==> src/rtl/sdclk_pkg.sv <==
`timescale 1ns/1ps
package sdclk_pkg;
  parameter int FREQ_W = 10;
  parameter int DLY_W = 5;
  parameter int CODE_W = 3;
  parameter int STEP_W = 5;
  parameter int PHASE_W = FREQ_W + 6;
  parameter int NUM_TAPS = 3;

  localparam logic [2:0] ADDR_MODE = 3'd0;
  localparam logic [2:0] ADDR_FREQ = 3'd1;
  localparam logic [2:0] ADDR_DELAY = 3'd2;
  localparam logic [2:0] ADDR_ENABLE = 3'd3;
  localparam logic [2:0] ADDR_CTRL = 3'd4;

  typedef struct packed {
    logic [CODE_W-1:0] stepCode;
    logic [1:0]        srcSel;
    logic              divMode;
    logic [FREQ_W-1:0] freqSel;
    logic [DLY_W-1:0]  cardDly;
    logic [DLY_W-1:0]  rxDly;
  } clkCfg_t;

  typedef struct packed {
    logic tick;
    logic idle;
    logic runTx;
    logic cardOn;
  } genStrobe_t;

  function automatic logic [STEP_W-1:0] stepsForCode(input logic [CODE_W-1:0] code);
    case (code)
      3'd0:    stepsForCode = 5'd20;
      3'd1:    stepsForCode = 5'd10;
      3'd2:    stepsForCode = 5'd16;
      3'd3:    stepsForCode = 5'd8;
      3'd4:    stepsForCode = 5'd12;
      3'd5:    stepsForCode = 5'd6;
      3'd6:    stepsForCode = 5'd5;
      default: stepsForCode = 5'd4;
    endcase
  endfunction
endpackage

==> src/rtl/sdclk_regs.sv <==
`timescale 1ns/1ps
module sdclk_regs
  import sdclk_pkg::*;
#(
  parameter int DATA_W = 16,
  parameter int ADDR_W = 3
) (
  input  logic              clk,
  input  logic              rstN,
  input  logic              vcoTick,
  input  logic              altTick,
  input  logic              wrEn,
  input  logic [ADDR_W-1:0] regAddr,
  input  logic [DATA_W-1:0] wrData,
  output logic [DATA_W-1:0] rdData,
  output clkCfg_t           cfg,
  output genStrobe_t        strb
);
  localparam logic [DLY_W-1:0] CARD_DLY_RST = DLY_W'(5);
  localparam logic [DLY_W-1:0] RX_DLY_RST = DLY_W'(6);

  clkCfg_t cfgR;
  logic txEnR, cardOnR, holdR;
  logic running, txRun, cardRun, rxRun, allReady;
  logic unusedWr;

  assign unusedWr = ^wrData;

  always_ff @(posedge clk or negedge rstN) begin
    if (!rstN) begin
      cfgR.stepCode <= '0;
      cfgR.srcSel <= '0;
      cfgR.divMode <= 1'b0;
      cfgR.freqSel <= '0;
      cfgR.cardDly <= CARD_DLY_RST;
      cfgR.rxDly <= RX_DLY_RST;
      txEnR <= 1'b0;
      cardOnR <= 1'b0;
      holdR <= 1'b1;
    end else if (wrEn) begin
      case (regAddr)
        ADDR_MODE: begin
          cfgR.stepCode <= wrData[CODE_W-1:0];
          cfgR.srcSel <= wrData[5:4];
          cfgR.divMode <= wrData[8];
        end
        ADDR_FREQ: cfgR.freqSel <= wrData[FREQ_W-1:0];
        ADDR_DELAY: begin
          cfgR.cardDly <= wrData[DLY_W-1:0];
          cfgR.rxDly <= wrData[8+DLY_W-1:8];
        end
        ADDR_ENABLE: begin
          txEnR <= wrData[0];
          cardOnR <= wrData[1];
        end
        ADDR_CTRL: holdR <= wrData[0];
        default: ;
      endcase
    end
  end

  always_comb begin
    running = !holdR && (cfgR.srcSel != 2'd0) && txEnR;
    txRun = running;
    cardRun = running && cardOnR;
    rxRun = running;
    allReady = txRun && cardRun && rxRun;
  end

  always_comb begin
    strb.tick = (cfgR.srcSel == 2'd1) ? altTick : (cfgR.srcSel[1] && vcoTick);
    strb.idle = !running;
    strb.runTx = running;
    strb.cardOn = cardOnR;
  end

  assign cfg = cfgR;

  always_comb begin
    rdData = '0;
    case (regAddr)
      ADDR_MODE: begin
        rdData[CODE_W-1:0] = cfgR.stepCode;
        rdData[5:4] = cfgR.srcSel;
        rdData[8] = cfgR.divMode;
      end
      ADDR_FREQ: rdData[FREQ_W-1:0] = cfgR.freqSel;
      ADDR_DELAY: begin
        rdData[DLY_W-1:0] = cfgR.cardDly;
        rdData[8+DLY_W-1:8] = cfgR.rxDly;
      end
      ADDR_ENABLE: rdData[1:0] = {cardOnR, txEnR};
      ADDR_CTRL: begin
        rdData[0] = holdR;
        rdData[11:8] = {allReady, rxRun, cardRun, txRun};
      end
      default: ;
    endcase
  end
endmodule

==> src/rtl/sdclk_tap.sv <==
`timescale 1ns/1ps
module sdclk_tap #(
  parameter int PHASE_W = 16,
  parameter int DLY_W = 5
) (
  input  logic               clk,
  input  logic               rstN,
  input  logic [PHASE_W-1:0] phase,
  input  logic [PHASE_W-1:0] period,
  input  logic [PHASE_W-1:0] half,
  input  logic [DLY_W-1:0]   dly,
  input  logic               en,
  output logic               tapClk
);
  logic [PHASE_W-1:0] dEff, shifted;

  always_comb begin
    dEff = (PHASE_W'(dly) >= period) ? period - 1'b1 : PHASE_W'(dly);
    shifted = (phase >= dEff) ? phase - dEff : phase + period - dEff;
  end

  always_ff @(posedge clk or negedge rstN) begin
    if (!rstN) tapClk <= 1'b0;
    else tapClk <= en && (shifted < half);
  end
endmodule

==> src/rtl/sdclk_phase.sv <==
`timescale 1ns/1ps
module sdclk_phase
  import sdclk_pkg::*;
(
  input  logic       clk,
  input  logic       rstN,
  input  clkCfg_t    cfgIn,
  input  genStrobe_t strb,
  output logic       txClk,
  output logic       cardClk,
  output logic       rxClk
);
  clkCfg_t act;
  logic [PHASE_W-1:0] ph, period, half, freqPlus;
  logic [DLY_W-1:0] tapDly [NUM_TAPS];
  logic tapEn [NUM_TAPS];
  logic tapOut [NUM_TAPS];
  logic unusedSrc;

  assign unusedSrc = ^act.srcSel;

  always_comb begin
    freqPlus = PHASE_W'(act.freqSel) + 1'b1;
    if (act.divMode) period = PHASE_W'(stepsForCode(act.stepCode)) * freqPlus;
    else period = (freqPlus < PHASE_W'(2)) ? PHASE_W'(2) : freqPlus;
    half = period >> 1;
  end

  always_ff @(posedge clk or negedge rstN) begin
    if (!rstN) begin
      ph <= '0;
      act <= '0;
    end else if (strb.idle) begin
      ph <= '0;
      act <= cfgIn;
    end else if (strb.tick) begin
      if (ph >= period - 1'b1) begin
        ph <= '0;
        act <= cfgIn;
      end else begin
        ph <= ph + 1'b1;
      end
    end
  end

  always_comb begin
    tapDly[0] = '0;
    tapDly[1] = act.cardDly;
    tapDly[2] = act.rxDly;
    tapEn[0] = strb.runTx;
    tapEn[1] = strb.runTx && strb.cardOn;
    tapEn[2] = strb.runTx;
  end

  for (genvar g = 0; g < NUM_TAPS; g++) begin : g_tap
    sdclk_tap #(.PHASE_W(PHASE_W), .DLY_W(DLY_W)) u_tap (
      .clk(clk), .rstN(rstN), .phase(ph), .period(period), .half(half),
      .dly(tapDly[g]), .en(tapEn[g]), .tapClk(tapOut[g])
    );
  end

  assign txClk = tapOut[0];
  assign cardClk = tapOut[1];
  assign rxClk = tapOut[2];
endmodule

==> src/rtl/sdclk_gen.sv <==
`timescale 1ns/1ps
module sdclk_gen
  import sdclk_pkg::*;
#(
  parameter int DATA_W = 16,
  parameter int ADDR_W = 3
) (
  input  logic              clk,
  input  logic              rstN,
  input  logic              vcoTick,
  input  logic              altTick,
  input  logic              wrEn,
  input  logic [ADDR_W-1:0] regAddr,
  input  logic [DATA_W-1:0] wrData,
  output logic [DATA_W-1:0] rdData,
  output logic              txClk,
  output logic              cardClk,
  output logic              rxClk
);
  clkCfg_t cfg;
  genStrobe_t strb;

  sdclk_regs #(.DATA_W(DATA_W), .ADDR_W(ADDR_W)) u_regs (
    .clk(clk), .rstN(rstN), .vcoTick(vcoTick), .altTick(altTick),
    .wrEn(wrEn), .regAddr(regAddr), .wrData(wrData), .rdData(rdData),
    .cfg(cfg), .strb(strb)
  );

  sdclk_phase u_phase (
    .clk(clk), .rstN(rstN), .cfgIn(cfg), .strb(strb),
    .txClk(txClk), .cardClk(cardClk), .rxClk(rxClk)
  );
endmodule

==> config.mk <==
export PLATFORM = sky130hd
export DESIGN_NAME = sdclk_gen
export DESIGN_NICKNAME = d
export VERILOG_FILES = /design/src/rtl/sdclk_pkg.sv /design/src/rtl/sdclk_regs.sv /design/src/rtl/sdclk_tap.sv /design/src/rtl/sdclk_phase.sv /design/src/rtl/sdclk_gen.sv
export SDC_FILE = /design/constraint.sdc
export NUM_CORES = 1
export LEC_CHECK = 0
export ABC_AREA = 0
export BUFFER_PORTS_ARGS = -buffer_cell sky130_fd_sc_hd__buf_2
export CORE_MARGIN = 4
export CORE_UTILIZATION = 50
export CTS_CLUSTER_DIAMETER = 100
export CTS_CLUSTER_SIZE = 10
export DETAILED_ROUTE_END_ITERATION = 8
export PLACE_DENSITY = 0.63
export RECOVER_POWER = 50
export REMOVE_ABC_BUFFERS = 1
export SYNTH_ARGS = -nofsm -noshare
export SYNTH_HDL_FRONTEND = slang
export SYNTH_SLANG_ARGS = --single-unit
export TNS_END_PERCENT = 10
==> constraint.sdc <==
create_clock -name clk -period 14.7 [get_ports clk]
set_input_delay 0 -clock clk [delete_from_list [all_inputs] [get_ports clk]]
set_output_delay 0 -clock clk [all_outputs]
set_load 0.02 [all_outputs]
Word level (Yosys, flattened, before mapping)

Index checks and enable logic that the tools add are counted.

Bits in registers: 72
Input port bits: 24
Output and inout port bits: 19
Word-level logic and storage cells: 100

Add/subtract/negate cells: 10
Multipliers: 1
$lt $le $gt $ge: 11
Equal/unequal tests: 13
Multiplexer cells: 28
Reduce and logical (&&, ||, !) cells: 19

Operator list:

| operator              | number |
|---|---|
| $mux 16               | 11 |
| $sub 16x16->16        | 6 |
| $mux 26               | 3 |
| $ge 16x16->1          | 4 |
| $lt 16x15->1          | 3 |
| $pmux 5 s7            | 1 |
| $ge 5x16->1           | 2 |
| $add 16x1->16 const B | 1 |
| $add 16x16->16        | 1 |
| $ge 1x16->1 const A   | 1 |
| $lt 16x2->1 const B   | 1 |
| $mul 5x16->16         | 1 |
| $sub 16x1->16 const B | 1 |
| $eq 3x2->1 const B    | 4 |
| $eq 3x3->1 const B    | 4 |
| $reduce_and 2->1      | 6 |
| $add 10x1->11 const B | 1 |
| $logic_and 1x1->1     | 9 |
| $pmux 1 s3            | 3 |
| $pmux 1 s4            | 2 |
| $eq 3x1->1 const B    | 2 |
| $logic_not 3->1       | 2 |
| $mux 5                | 1 |
| $pmux 1 s5            | 1 |
| other kinds (9)       | 11 |

Longest topological paths before layout

Gate-level depths: netlist of run 1.

Depth after elaboration: 11
Gate-level depth with buffers: 49
Mapped depth without buffers: 44

By module

A second synthesis of run 1 with hierarchy kept.

Cell total of the unflattened synthesis: 1734
Area, all modules: 14271.2 µm²

Modules (own cells, without submodules):

| module                              | times used | cells an instance | area each (µm²) | seq. area each (µm²) |
|---|---|---|---|---|
| sdclk_phase                         | 1          | 505               | 4593.2          | 1001.0 |
| sdclk_tap at u_phase.g_tap[2].u_tap | 1          | 380               | 2803.9          | 25.0 |
| sdclk_tap at u_phase.g_tap[1].u_tap | 1          | 366               | 2687.6          | 25.0 |
| sdclk_tap at u_phase.g_tap[0].u_tap | 1          | 359               | 2642.5          | 25.0 |
| sdclk_regs                          | 1          | 124               | 1544.0          | 732.0 |

Worst setup path before layout of run 1

No wires, ideal clock.

Path kind: reg-to-reg
From: register u_phase.act[11] (netlist name)
To: register u_phase.g_tap[0].u_tap.tapClk
Setup time: 125 ps
Data arrival time: 10385 ps
Data required time: 14575 ps
Setup slack: 4190 ps
Stages on the path, launching flop included: 45
Path buffers: 3
Clock period less this slack: 10510 ps
Path through: dfrtp_1 -> ha_1 -> clkbuf_1 -> nand3_1 -> xor2_1 -> nor2_1 -> fa_1 -> fa_1 -> inv_1 -> fa_1 -> inv_1 -> ha_1 -> a21o_1 -> a21oi_1 -> a21oi_1 -> or3_1 -> a31oi_1 -> inv_1 -> [... 9 more ...] -> a21oi_1 -> o21ai_0 -> a21oi_1 -> o21ai_0 -> a41o_1 -> o21ai_0 -> a21oi_1 -> o41a_1 -> clkbuf_1 -> clkbuf_1 -> o31ai_1 -> ha_1 -> a21o_1 -> a2111oi_0 -> a21oi_1 -> a31oi_1 -> o211ai_1 -> a2111oi_0

Word-level cells in the longest chain between the ends: 10
Elaborated cells on any way between the ends: 15
Classes of those cells: add/sub (5); mul (1); order compare (4); mux (4); reduce/logical (1)

Ends and longest elaborated chain:

| item                                                  | line              | RTL |
|---|---|---|
| start, declared                                       | sdclk_phase.sv:13 | `clkCfg_t act;` |
| start signal, assigned                                | sdclk_phase.sv:35 | `act <= cfgIn;` |
| start signal, assigned                                | sdclk_phase.sv:39 | `act <= cfgIn;` |
| $add 10x1->11 *                                       | sdclk_phase.sv:23 | `freqPlus = PHASE_W'(act.freqSel) + 1'b1;` |
| branches (longest 2 deep; another with $mul 5x16->16) | -                 |  |
| $mux 16 *                                             | sdclk_phase.sv:24 | `if (act.divMode) period = PHASE_W'(stepsForCode(act.stepCode)) * freqPlus;` |
| $sub 16x1->16 or $ge 1x16->1 (tied branches)          | sdclk_tap.sv:18   | `dEff = (PHASE_W'(dly) >= period) ? period - 1'b1 : PHASE_W'(dly);` |
| $mux 16                                               | sdclk_tap.sv:18   |  |
| $sub 16x16->16 or $ge 16x16->1 (tied branches)        | sdclk_tap.sv:19   | `shifted = (phase >= dEff) ? phase - dEff : phase + period - dEff;` |
| $mux 16                                               | sdclk_tap.sv:19   |  |
| $lt 16x15->1 *                                        | sdclk_tap.sv:24   | `else tapClk <= en && (shifted < half);` |
| $logic_and 1x1->1 *                                   | sdclk_tap.sv:24   |  |
| end signal, assigned                                  | sdclk_tap.sv:24   |  |
| end, declared                                         | sdclk_tap.sv:13   | `output logic tapClk` |

Every way passes the cells marked *.
A chain may end at the register's enable or synchronous reset.

Final worst setup path of run 1

From: register u_phase.act[10] (netlist name)
To: register u_phase.g_tap[0].u_tap.tapClk

The elaborated chain is that of the path after synthesis.

==> results of run 1 <==
per-layer routing:
metal	GRT usage (%)	part of all wire, %	up-vias
met3	3.145	6.4	39
li1	-	-	5993
met5	0	0	-
met4	6.405	2.2	0
met2	42.55	44	353
met1	38.20	47	5745
metrics by stage:
stage | utilization [%] | hold WS (ns) | worst slack (ns) | cell area (um2) | instances
6_report | 54.96 | 0.05398 | 3.078 | 13960 | 2008
5_1_grt | 54.96 | 0.06045 | 2.121 | 13960 | 2008
4_1_cts | 55.00 | 0.04239 | 3.165 | 13970 | 2008
3_5_place_dp | 53.37 | 0.1975 | 3.182 | 13560 | 1978
3_3_place_gp | 53.37 | 0.1961 | 3.286 | 13560 | 1978
2_1_floorplan | - | -0.2956 | 3.032 | 12800 | 1591
worst min path at each step:
| stage | start | end | cells past startpoint |
|---|---|---|---|
| 2_1_floorplan | rstN | u_phase.act[0] | 0 |
| 3_3_place_gp | rstN | u_regs.cfg[15] | 1 |
| 3_5_place_dp | rstN | u_phase.act[15] | 1 |
| 4_1_cts | wrEn | u_regs.holdR | 3 |
| 5_1_grt | wrEn | u_regs.holdR | 3 |
| 6_report | wrEn | u_regs.holdR | 3 |
cells by family (layout without fill, tap and decap cells):
logic type,count (synthesis),after routing
other,1,3
AOI/OAI and AO/OA,417,417
muxes,83,83
DFF,72,72
and+or+nand+nor,527,527
xor gates and xnor gates,122,122
buffers and inverters,194,221
adders and majority gates,233,233
sequential cells by signal (all words and copies together) (netlist names):
register                    count
u_phase.g_tap.u_tap.tapClk      3
u_regs.cfg                     26
u_phase.act                    24
u_phase.ph                     16
u_regs.holdR                    1
u_regs.cardOnR                  1
u_regs.txEnR                    1
timing repair:
| item | 4_1_cts | 5_1_grt |
|---|---|---|
| endpoints found under the hold margin | 96 | 0 |
| setup buffers | 0 | 0 |
| hold buffers | 14 | 0 |
critical path, delay by kind of cell, from the launching register on:
kind / cells / cell delay (ns)
buffers and inverters: 8 / 1.20
AOI/OAI and AO/OA: 23 / 4.89
DFF: 1 / 0.51
and+or+nand+nor: 6 / 1.15
xor gates and xnor gates: 1 / 0.51
adders and majority gates: 8 / 3.16
area by class of cell:
| class | instances | area, um2 |
|---|---|---|
| Clock inverter | 6 | 45.04 |
| Clock buffer | 10 | 229.0 |
| Timing Repair Buffer | 71 | 470.5 |
| Sequential cell | 72 | 1808 |
| Inverter | 134 | 503.0 |
| Fill cell | 2468 | 11440 |
| Tap cell | 330 | 412.9 |
| Multi-Input combinational cell | 1385 | 10490 |
placed cells by master (no fill, tap or decap), types with 54 or more instances in the layout:
| cell type | netlist | layout |
|---|---|---|
| sky130_fd_sc_hd__o21ai_0 | 94 | 94 |
| sky130_fd_sc_hd__dfrtp_1 | 67 | 67 |
| sky130_fd_sc_hd__nor2_1 | 142 | 142 |
| sky130_fd_sc_hd__a21o_1 | 54 | 54 |
| sky130_fd_sc_hd__a21oi_1 | 105 | 105 |
| sky130_fd_sc_hd__ha_1 | 199 | 199 |
| sky130_fd_sc_hd__inv_1 | 132 | 132 |
| sky130_fd_sc_hd__nand3_1 | 55 | 55 |
| sky130_fd_sc_hd__xnor2_1 | 84 | 84 |
| sky130_fd_sc_hd__nand2_1 | 125 | 125 |
| sky130_fd_sc_hd__mux2_2 | 59 | 59 |
==> out/metrics.cfg, run 1 <==
[place]
place.gp.congestion=0.9688
port_buffers=36
place_hpwl_um=30700

[setup_path]
cpMaxStageDelayCell=sky130_fd_sc_hd__fa_1
worstSetupStartpointType=flip-flop
ff2ff_path_depth=46
critPathArrivalTime_ns=11.80
critPathCapture=u_phase.g_tap[0].u_tap.tapClk
critical_path_required_ns=14.88
crit_fanout=30
critical_path.reg2reg.startpoint=u_phase.act[10]
path_class=flip-flop to flip-flop
crit_path_start=u_phase.act[10]
rr_endpoint=u_phase.g_tap[0].u_tap.tapClk
max_incr_delay_on_cp_ns=0.54
rrSetupSlack_ns=3.08
cpMostUsedCell=sky130_fd_sc_hd__a21oi_1
setup.worst_path.end_class=flip-flop

[timing]
tightest_pin_transition_ns=3.936
grt_setup_unrepaired=false
maxSlewViolCount=73
final.min_clock_period_ns=11.62
fin_skew_ns=0.01226
relSlewSlack_pct=-162.4
hold_viol=0
fin_tns_setup_ns=0
number_of_failing_setup_endpoints_in_the_final_timing_report=0
layout_worst_path_cycle_share_pct=79.06
timing.fmax_ghz=0.08605

[clock_network]
cts.clk_slew.worst_paths_ns=0.07
cts_sinks=72
htreeDepth=3
cts_buffer_count=9
cts_resized=0
cts-root-to-sink-buffers=2
cts_tree=done
insertion_delay_ns=0.34
clk_root_buffer_cell=sky130_fd_sc_hd__clkbuf_16

[synth]
post-synth-top-area-cell=sky130_fd_sc_hd__ha_1
yosys_register_bits=72
yosys.cell_types.count=91
muxShareOfSynthArea_pct=7.139
post_synth.cell_area_avg_um2=7.907
synth_xor_area_share_pct=8.195
synth_area_um2=13040
synthesized_instance_count=1649
synth_sequential_area_ratio_pct=13.87
async_set_or_reset_flop_fraction_in_the_synthesized_netlist_pct=100.0
synth_enable_flop_cells=0
synthSimpleGateAreaFrac_pct=20.18
synth.top_cells.by_count=sky130_fd_sc_hd__ha_1, sky130_fd_sc_hd__nor2_1, sky130_fd_sc_hd__inv_1, sky130_fd_sc_hd__nand2_1, sky130_fd_sc_hd__a21oi_1
synth_top_family_by_area=adder cells
synth_compound_area_share_pct=20.79
ys.warnings.count=0
post_synth_fa_ha_maj_area_fraction_pct=24.02
synth_top_cells_by_area=sky130_fd_sc_hd__ha_1, sky130_fd_sc_hd__dfrtp_1, sky130_fd_sc_hd__xnor2_1
synth-main-ff-cell=sky130_fd_sc_hd__dfrtp_1
post-synth-top-count-cell=sky130_fd_sc_hd__ha_1
synth_largest_type_area_fraction_pct=19.10

[route]
drt_pre_antenna_iters=6
ant_nets=0
route.detailed.wl_per_inst_um=18.75
route.detailed.vias_per_inst=6.041
detail_route.wirelength_um=37650
routed-via-count=12130
drt_drc_violations_left=0
initialDrtViolationCount=919

[min_path]
hp-class=primary input to flip-flop

[grt]
grt_pass1_wl_um=61730
total_gr_overflow=0
overall_fraction_of_global_route_tracks_in_use_pct=26.49
grt_pass1_vias=11870
grt_antenna_before_repair=1
grt_start_max_net_pins=73

[cells_and_area]
post_route_cells_drive_above_1_share_pct=9.595
num_antenna_cells=0
layout.nets=1926
area_growth_syn_to_layout_pct=7.062

[floorplan]
fp.dieArea_um2=28730
core_area_um2=25400
row_count=58
die_h_um=169.5
io_pins=43
die-width_um=169.5
floorplan.initialDensity_pct=51.33

[status]
status=complete, but fails checks
failed_checks=max-capacitance violations, max-slew violations

[run]
cap_violations=1

Power of run 1 is not shown: default switching activity piles up to over one toggle a cycle in this logic, so the estimate is an artifact.
==> run 2, diff against run 1 <==
Clock period 14.7 ns to 10.95 ns, I/O delays scaled along.
==> run 2 against run 1 <==
Net effect: the run still ends with max-capacitance violations, max-slew violations left; first-iteration DRC count decreased by 16%; register-to-register slack got worse by 2.4 ns; flip-flop and latch count unchanged; final area increased by 1.8%; utilization increased by 0.99 points; via count increased by 0.25%; worst setup slack got worse by 2.4 ns; die area unchanged; cell count increased by 0.85%; sequential share of layout area decreased by 0.21 points.
==> out/metrics.cfg, run 2 (synthesis gave the netlist of run 1 again) <==
[status]
status=complete, but fails checks  ; unchanged
failed_checks=max-capacitance violations, max-slew violations  ; unchanged

[floorplan]
floorplan.initialDensity_pct=51.33  ; unchanged
core_area_um2=25400  ; unchanged
row_count=58  ; unchanged
die_h_um=169.5  ; unchanged
io_pins=43  ; unchanged
die-width_um=169.5  ; unchanged
fp.dieArea_um2=28730  ; unchanged

[timing]
fin_skew_ns=0.01192  ; was 0.01226 ns
timing.fmax_ghz=0.09717  ; was 0.08605 GHz
layout_worst_path_cycle_share_pct=93.99  ; was 79.06%
post_route_worst_setup_slack_ns=0.6586  ; was 3.078 ns
grt_setup_unrepaired=false  ; unchanged
tightest_pin_transition_ns=3.920  ; was 3.936 ns
maxSlewViolCount=73  ; unchanged
final.min_clock_period_ns=10.29  ; was 11.62 ns
relSlewSlack_pct=-161.3  ; was -162.4%
hold_viol=0  ; unchanged
number_of_failing_setup_endpoints_in_the_final_timing_report=0  ; unchanged

[route]
drt_pre_antenna_iters=6  ; unchanged
routed-via-count=12160  ; was 12130
ant_nets=0  ; unchanged
initialDrtViolationCount=768  ; was 919
drt_drc_violations_left=0  ; unchanged
route.detailed.vias_per_inst=6.005  ; was 6.041
route.detailed.wl_per_inst_um=18.89  ; was 18.75 um
detail_route.wirelength_um=38260  ; was 37650 um

[setup_path]
critical_path_required_ns=11.18  ; was 14.88 ns
cpMaxStageDelayCell=sky130_fd_sc_hd__fa_1  ; unchanged
rrSetupSlack_ns=0.66  ; was 3.08 ns
rr_endpoint=u_phase.g_tap[0].u_tap.tapClk  ; unchanged
path_class=flip-flop to flip-flop  ; unchanged
critPathArrivalTime_ns=10.52  ; was 11.80 ns
setup.worst_path.end_class=flip-flop  ; unchanged
max_incr_delay_on_cp_ns=0.54  ; about the same
ff2ff_path_depth=41  ; was 46
critical_path.reg2reg.startpoint=u_phase.act[10]  ; unchanged
crit_fanout=27  ; was 30
worstSetupStartpointType=flip-flop  ; unchanged

[place]
dp_slack_ns=0.3234  ; was 3.182 ns
port_buffers=36  ; unchanged
place.gp.congestion=0.9908  ; was 0.9688
place_hpwl_um=31740  ; was 30700 um

[cells_and_area]
multiInputGateArea_um2=10600  ; was 10490 um2
sequential_cell_area_um2=1810  ; was 1808 um2
num_antenna_cells=0  ; unchanged
largest_register_ff_count=26  ; unchanged
area_growth_syn_to_layout_pct=8.991  ; was 7.062%
layout.nets=1943  ; was 1926
layout.cells.most_common_list=sky130_fd_sc_hd__ha_1, sky130_fd_sc_hd__nor2_1, sky130_fd_sc_hd__inv_1, sky130_fd_sc_hd__nand2_1, sky130_fd_sc_hd__a21oi_1  ; unchanged
layout.cells.most_common=sky130_fd_sc_hd__ha_1  ; unchanged
post_route_cells_drive_above_1_share_pct=11.74  ; was 9.595%
nFillCells=2387  ; was 2468

[run]
cap_violations=1  ; unchanged

[clock_network]
cts.clk_slew.worst_paths_ns=0.07  ; about the same
cts_sinks=72  ; unchanged
clk_root_buffer_cell=sky130_fd_sc_hd__clkbuf_16  ; unchanged
cts-root-to-sink-buffers=2  ; unchanged
cts_buffer_count=9  ; unchanged
insertion_delay_ns=0.34  ; about the same
cts_tree=done  ; unchanged
htreeDepth=3  ; unchanged

[grt]
grt_antenna_before_repair=0  ; was 1
grt_start_max_net_pins=73  ; unchanged
total_gr_overflow=0  ; unchanged
grt_pass1_wl_um=61690  ; was 61730 um
overall_fraction_of_global_route_tracks_in_use_pct=26.59  ; was 26.49%
grt_pass1_vias=11740  ; was 11870

[min_path]
min_to=u_regs.holdR  ; unchanged
hp-class=primary input to flip-flop  ; unchanged
holdPathStages=3  ; unchanged
hold_start=wrEn  ; unchanged

run 2: worst max path at each step:
stage,startpoint,endpoint,slack [ns],cells past startpoint
after detailed placement,u_phase.act[10],u_phase.g_tap[0].u_tap.tapClk,0.32,41
final,u_phase.act[10],u_phase.g_tap[0].u_tap.tapClk,0.66,41
after global placement,u_phase.act[10],u_phase.g_tap[0].u_tap.tapClk,0.45,41
after CTS,u_phase.act[10],u_phase.g_tap[0].u_tap.tapClk,0.28,43
after floorplan,u_phase.act[10],u_phase.g_tap[0].u_tap.tapClk,-0.72,43
after global routing,u_phase.act[13],u_phase.g_tap[0].u_tap.tapClk,0.02,42
run 2: timing repair:
| action | CTS | global route |
|---|---|---|
| endpoints found under the hold margin | 96 | 0 |
| setup endpoints to repair | 0 | 3 |
| hold buffers | 14 | 0 |
| gates resized for setup | 0 | 24 |
| setup buffers | 0 | 1 |
run 2: layout make-up:
class	count	area share (%)
multi-input cells	1385	74.59
inverters	134	3.539
well taps	330	2.905
repair buffers	88	4.297
flip-flops and latches	72	12.74
clock buffers	10	1.611
clock inverters	6	0.3170
run 2: per-stage QoR:
stage          utilization (%)  area, um2  hold slack, ns  TNS (ns)  cells
3_5_place_dp             53.89      13690          0.1952         0   1994
3_3_place_gp             53.89      13690          0.2051         0   1994
6_report                 55.95      14210         0.04486         0   2025
5_1_grt                  55.95      14210         0.06528         0   2025
4_1_cts                  55.52      14100         0.03996         0   2024
2_1_floorplan                -      12800         -0.2956   -0.7177   1591
run 2: worst max-delay path, delay by kind of cell (launching register included):
kind	cells	cell delay (ns)
AO/OA/AOI/OAI	21	4.62
flip-flops	1	0.48
adder cells (fa/ha/maj)	8	3.03
AND/OR/NAND/NOR	6	1.17
buffers and inverters	4	0.42
XOR/XNOR	2	0.44
run 2: metal layers:
layer	track usage, %	vias to the layer above	wire length [um]
met5	0	-	0
met4	5.530	0	814
met3	3.028	42	2372
met2	42.34	349	16640
met1	39.09	5760	18440
li1	-	6009	-
Power of run 2 is left out for the same reason.
==> run 3, diff against run 2 <==
Clock period 10.95 ns to 12.1 ns, I/O delays scaled along.
==> run 3 against run 2 <==
Net effect: the run still ends with max-capacitance violations, max-slew violations left; first-iteration DRC count up 14%; die area did not move; cell count down 0.49%; clock skew is 0.0018 ns lower; via count is essentially flat; fmax fell by 8.3%.
==> out/metrics.cfg, run 3 (synthesis gave the netlist of run 1 again) <==
[cells_and_area]
layout.cells.most_common=sky130_fd_sc_hd__ha_1  ; unchanged
final_util_pct=55.23  ; was 55.95%
largest_register_ff_count=26  ; unchanged
num_antenna_cells=0  ; unchanged
layout.nets=1933  ; was 1943
layout.cells.most_common_list=sky130_fd_sc_hd__ha_1, sky130_fd_sc_hd__nor2_1, sky130_fd_sc_hd__inv_1, sky130_fd_sc_hd__nand2_1, sky130_fd_sc_hd__a21oi_1  ; unchanged
count_of_placed_standard_cells_in_the_final_layout_fillers_left_out=2015  ; was 2025
post_route_cells_drive_above_1_share_pct=10.03  ; was 11.74%
area_growth_syn_to_layout_pct=7.581  ; was 8.991%

[route]
routed-via-count=12170  ; was 12160
met3_wirelength_um=2569  ; was 2372 um
ant_nets=0  ; unchanged
drt_pre_antenna_iters=5  ; was 6
topRoutingLayerUsed=met4  ; unchanged
initialDrtViolationCount=872  ; was 768
met1_wire_length_um=17740  ; was 18440 um
detail_route.wirelength_um=37910  ; was 38260 um
drt_drc_violations_left=0  ; unchanged
route.met2.wl_um=16730  ; was 16640 um
route.detailed.vias_per_inst=6.037  ; was 6.005
route.detailed.wl_per_inst_um=18.81  ; was 18.89 um

[run]
cap_violations=1  ; unchanged

[timing]
relSlewSlack_pct=-161.4  ; was -161.3%
worst_hold_slack_ns=0.04282  ; was 0.04486 ns
grt_setup_unrepaired=false  ; unchanged
timing.fmax_ghz=0.08906  ; was 0.09717 GHz
maxSlewViolCount=73  ; unchanged
fin_tns_setup_ns=0  ; unchanged
fin_skew_ns=0.01011  ; was 0.01192 ns
layout_worst_path_cycle_share_pct=92.80  ; was 93.99%
hold_viol=0  ; unchanged
final.min_clock_period_ns=11.23  ; was 10.29 ns
number_of_failing_setup_endpoints_in_the_final_timing_report=0  ; unchanged
tightest_pin_transition_ns=3.922  ; was 3.920 ns

[place]
post-place-cells=1985  ; was 1994
port_buffers=36  ; unchanged
place_hpwl_um=31180  ; was 31740 um
place.gp.congestion=0.9722  ; was 0.9908

[clock_network]
cts_buffer_count=9  ; unchanged
cts_sinks=72  ; unchanged
postCtsSetupRepairBufs=0  ; unchanged
clk_root_buffer_cell=sky130_fd_sc_hd__clkbuf_16  ; unchanged
cts_tree=done  ; unchanged
cts-root-to-sink-buffers=2  ; unchanged
cts.clk_slew.worst_paths_ns=0.07  ; about the same
htreeDepth=3  ; unchanged
insertion_delay_ns=0.34  ; about the same

[min_path]
min_to=u_regs.holdR  ; unchanged
hold_start=wrEn  ; unchanged
hp-class=primary input to flip-flop  ; unchanged
holdPathStages=3  ; unchanged

[grt]
grt_start_max_net_pins=73  ; unchanged
overall_fraction_of_global_route_tracks_in_use_pct=26.33  ; was 26.59%
grt_pass1_vias=11760  ; was 11740
grt_pass1_wl_um=61120  ; was 61690 um
grt_antenna_before_repair=1  ; was 0
total_gr_overflow=0  ; unchanged

[status]
status=complete, but fails checks  ; unchanged
failed_checks=max-capacitance violations, max-slew violations  ; unchanged

[setup_path]
ff2ff_path_depth=43  ; was 41
rr_endpoint=u_phase.g_tap[0].u_tap.tapClk  ; unchanged
cpMostUsedCell=sky130_fd_sc_hd__a21oi_1
setup.worst_path.end_class=flip-flop  ; unchanged
worstSetupStartpointType=flip-flop  ; unchanged
critical_path.reg2reg.startpoint=u_phase.act[10]  ; unchanged
critical_path_required_ns=12.28  ; was 11.18 ns
cpMaxStageDelayCell=sky130_fd_sc_hd__fa_1  ; unchanged
max_incr_delay_on_cp_ns=0.55  ; was 0.54 ns
crit_fanout=23  ; was 27
path_class=flip-flop to flip-flop  ; unchanged
critPathArrivalTime_ns=11.41  ; was 10.52 ns
rrSetupSlack_ns=0.87  ; was 0.66 ns

[floorplan]
die-width_um=169.5  ; unchanged
floorplan.initialDensity_pct=51.33  ; unchanged
die_h_um=169.5  ; unchanged
core_area_um2=25400  ; unchanged
fp.dieArea_um2=28730  ; unchanged
row_count=58  ; unchanged
io_pins=43  ; unchanged

[run 3: changes by cell type in the layout (fill, tap and decap cells not counted), sizes merged]
cell,delta
clkinvlp,-1
inv,+3
clkinv,-1
clkbuf,-1
buf,-10
[run 3: worst max-delay path by stage]
stage | from | endpoint | slack (ns) | cells after the start
floorplan | u_phase.act[10] | u_phase.g_tap[0].u_tap.tapClk | 0.43 | 43
global placement | u_phase.act[10] | u_phase.g_tap[0].u_tap.tapClk | 1.08 | 41
detailed placement | u_phase.act[10] | u_phase.g_tap[0].u_tap.tapClk | 0.96 | 41
CTS | u_phase.act[10] | u_phase.g_tap[0].u_tap.tapClk | 0.93 | 41
global route | u_phase.act[10] | u_phase.g_tap[0].u_tap.tapClk | 0.11 | 41
finish | u_phase.act[10] | u_phase.g_tap[0].u_tap.tapClk | 0.87 | 43
[run 3: final cells by class]
type                            count  area (um2)
Fill cell                        2405       11370
Multi-Input combinational cell   1385       10490
Sequential cell                    72        1808
Timing Repair Buffer               78       523.0
Inverter                          134       503.0
Tap cell                          330       412.9
Clock buffer                        9       225.2
Clock inverter                      7       63.81
[run 3: repair_timing]
action	CTS	global route
hold buffers	14	0
setup endpoints to repair	0	0
hold endpoints to repair	96	0
gates resized for setup	0	0
[run 3: routing by layer]
layer,vias to the layer above,GRT usage (%)
li1,6015,-
met1,5750,37.85
met2,362,41.68
met3,38,3.890
met4,0,6.720
met5,-,0
[run 3: worst max-delay path, delay by kind of cell (launching register included)]
kind / cells / cell delay [ns]
adders and majority gates: 8 / 3.17
buffers and inverters: 6 / 0.78
xor gates and xnor gates: 1 / 0.15
AOI/OAI and AO/OA: 23 / 5.37
DFF: 1 / 0.52
and+or+nand+nor: 5 / 1.06
[run 3: per-stage QoR]
step           area, um2  setup slack, ns
2_1_floorplan      12800           0.4323
3_3_place_gp       13610            1.080
3_5_place_dp       13610           0.9601
4_1_cts            14040           0.9327
5_1_grt            14030           0.1087
6_report           14030           0.8717
Power of run 3 is left out for the same reason.
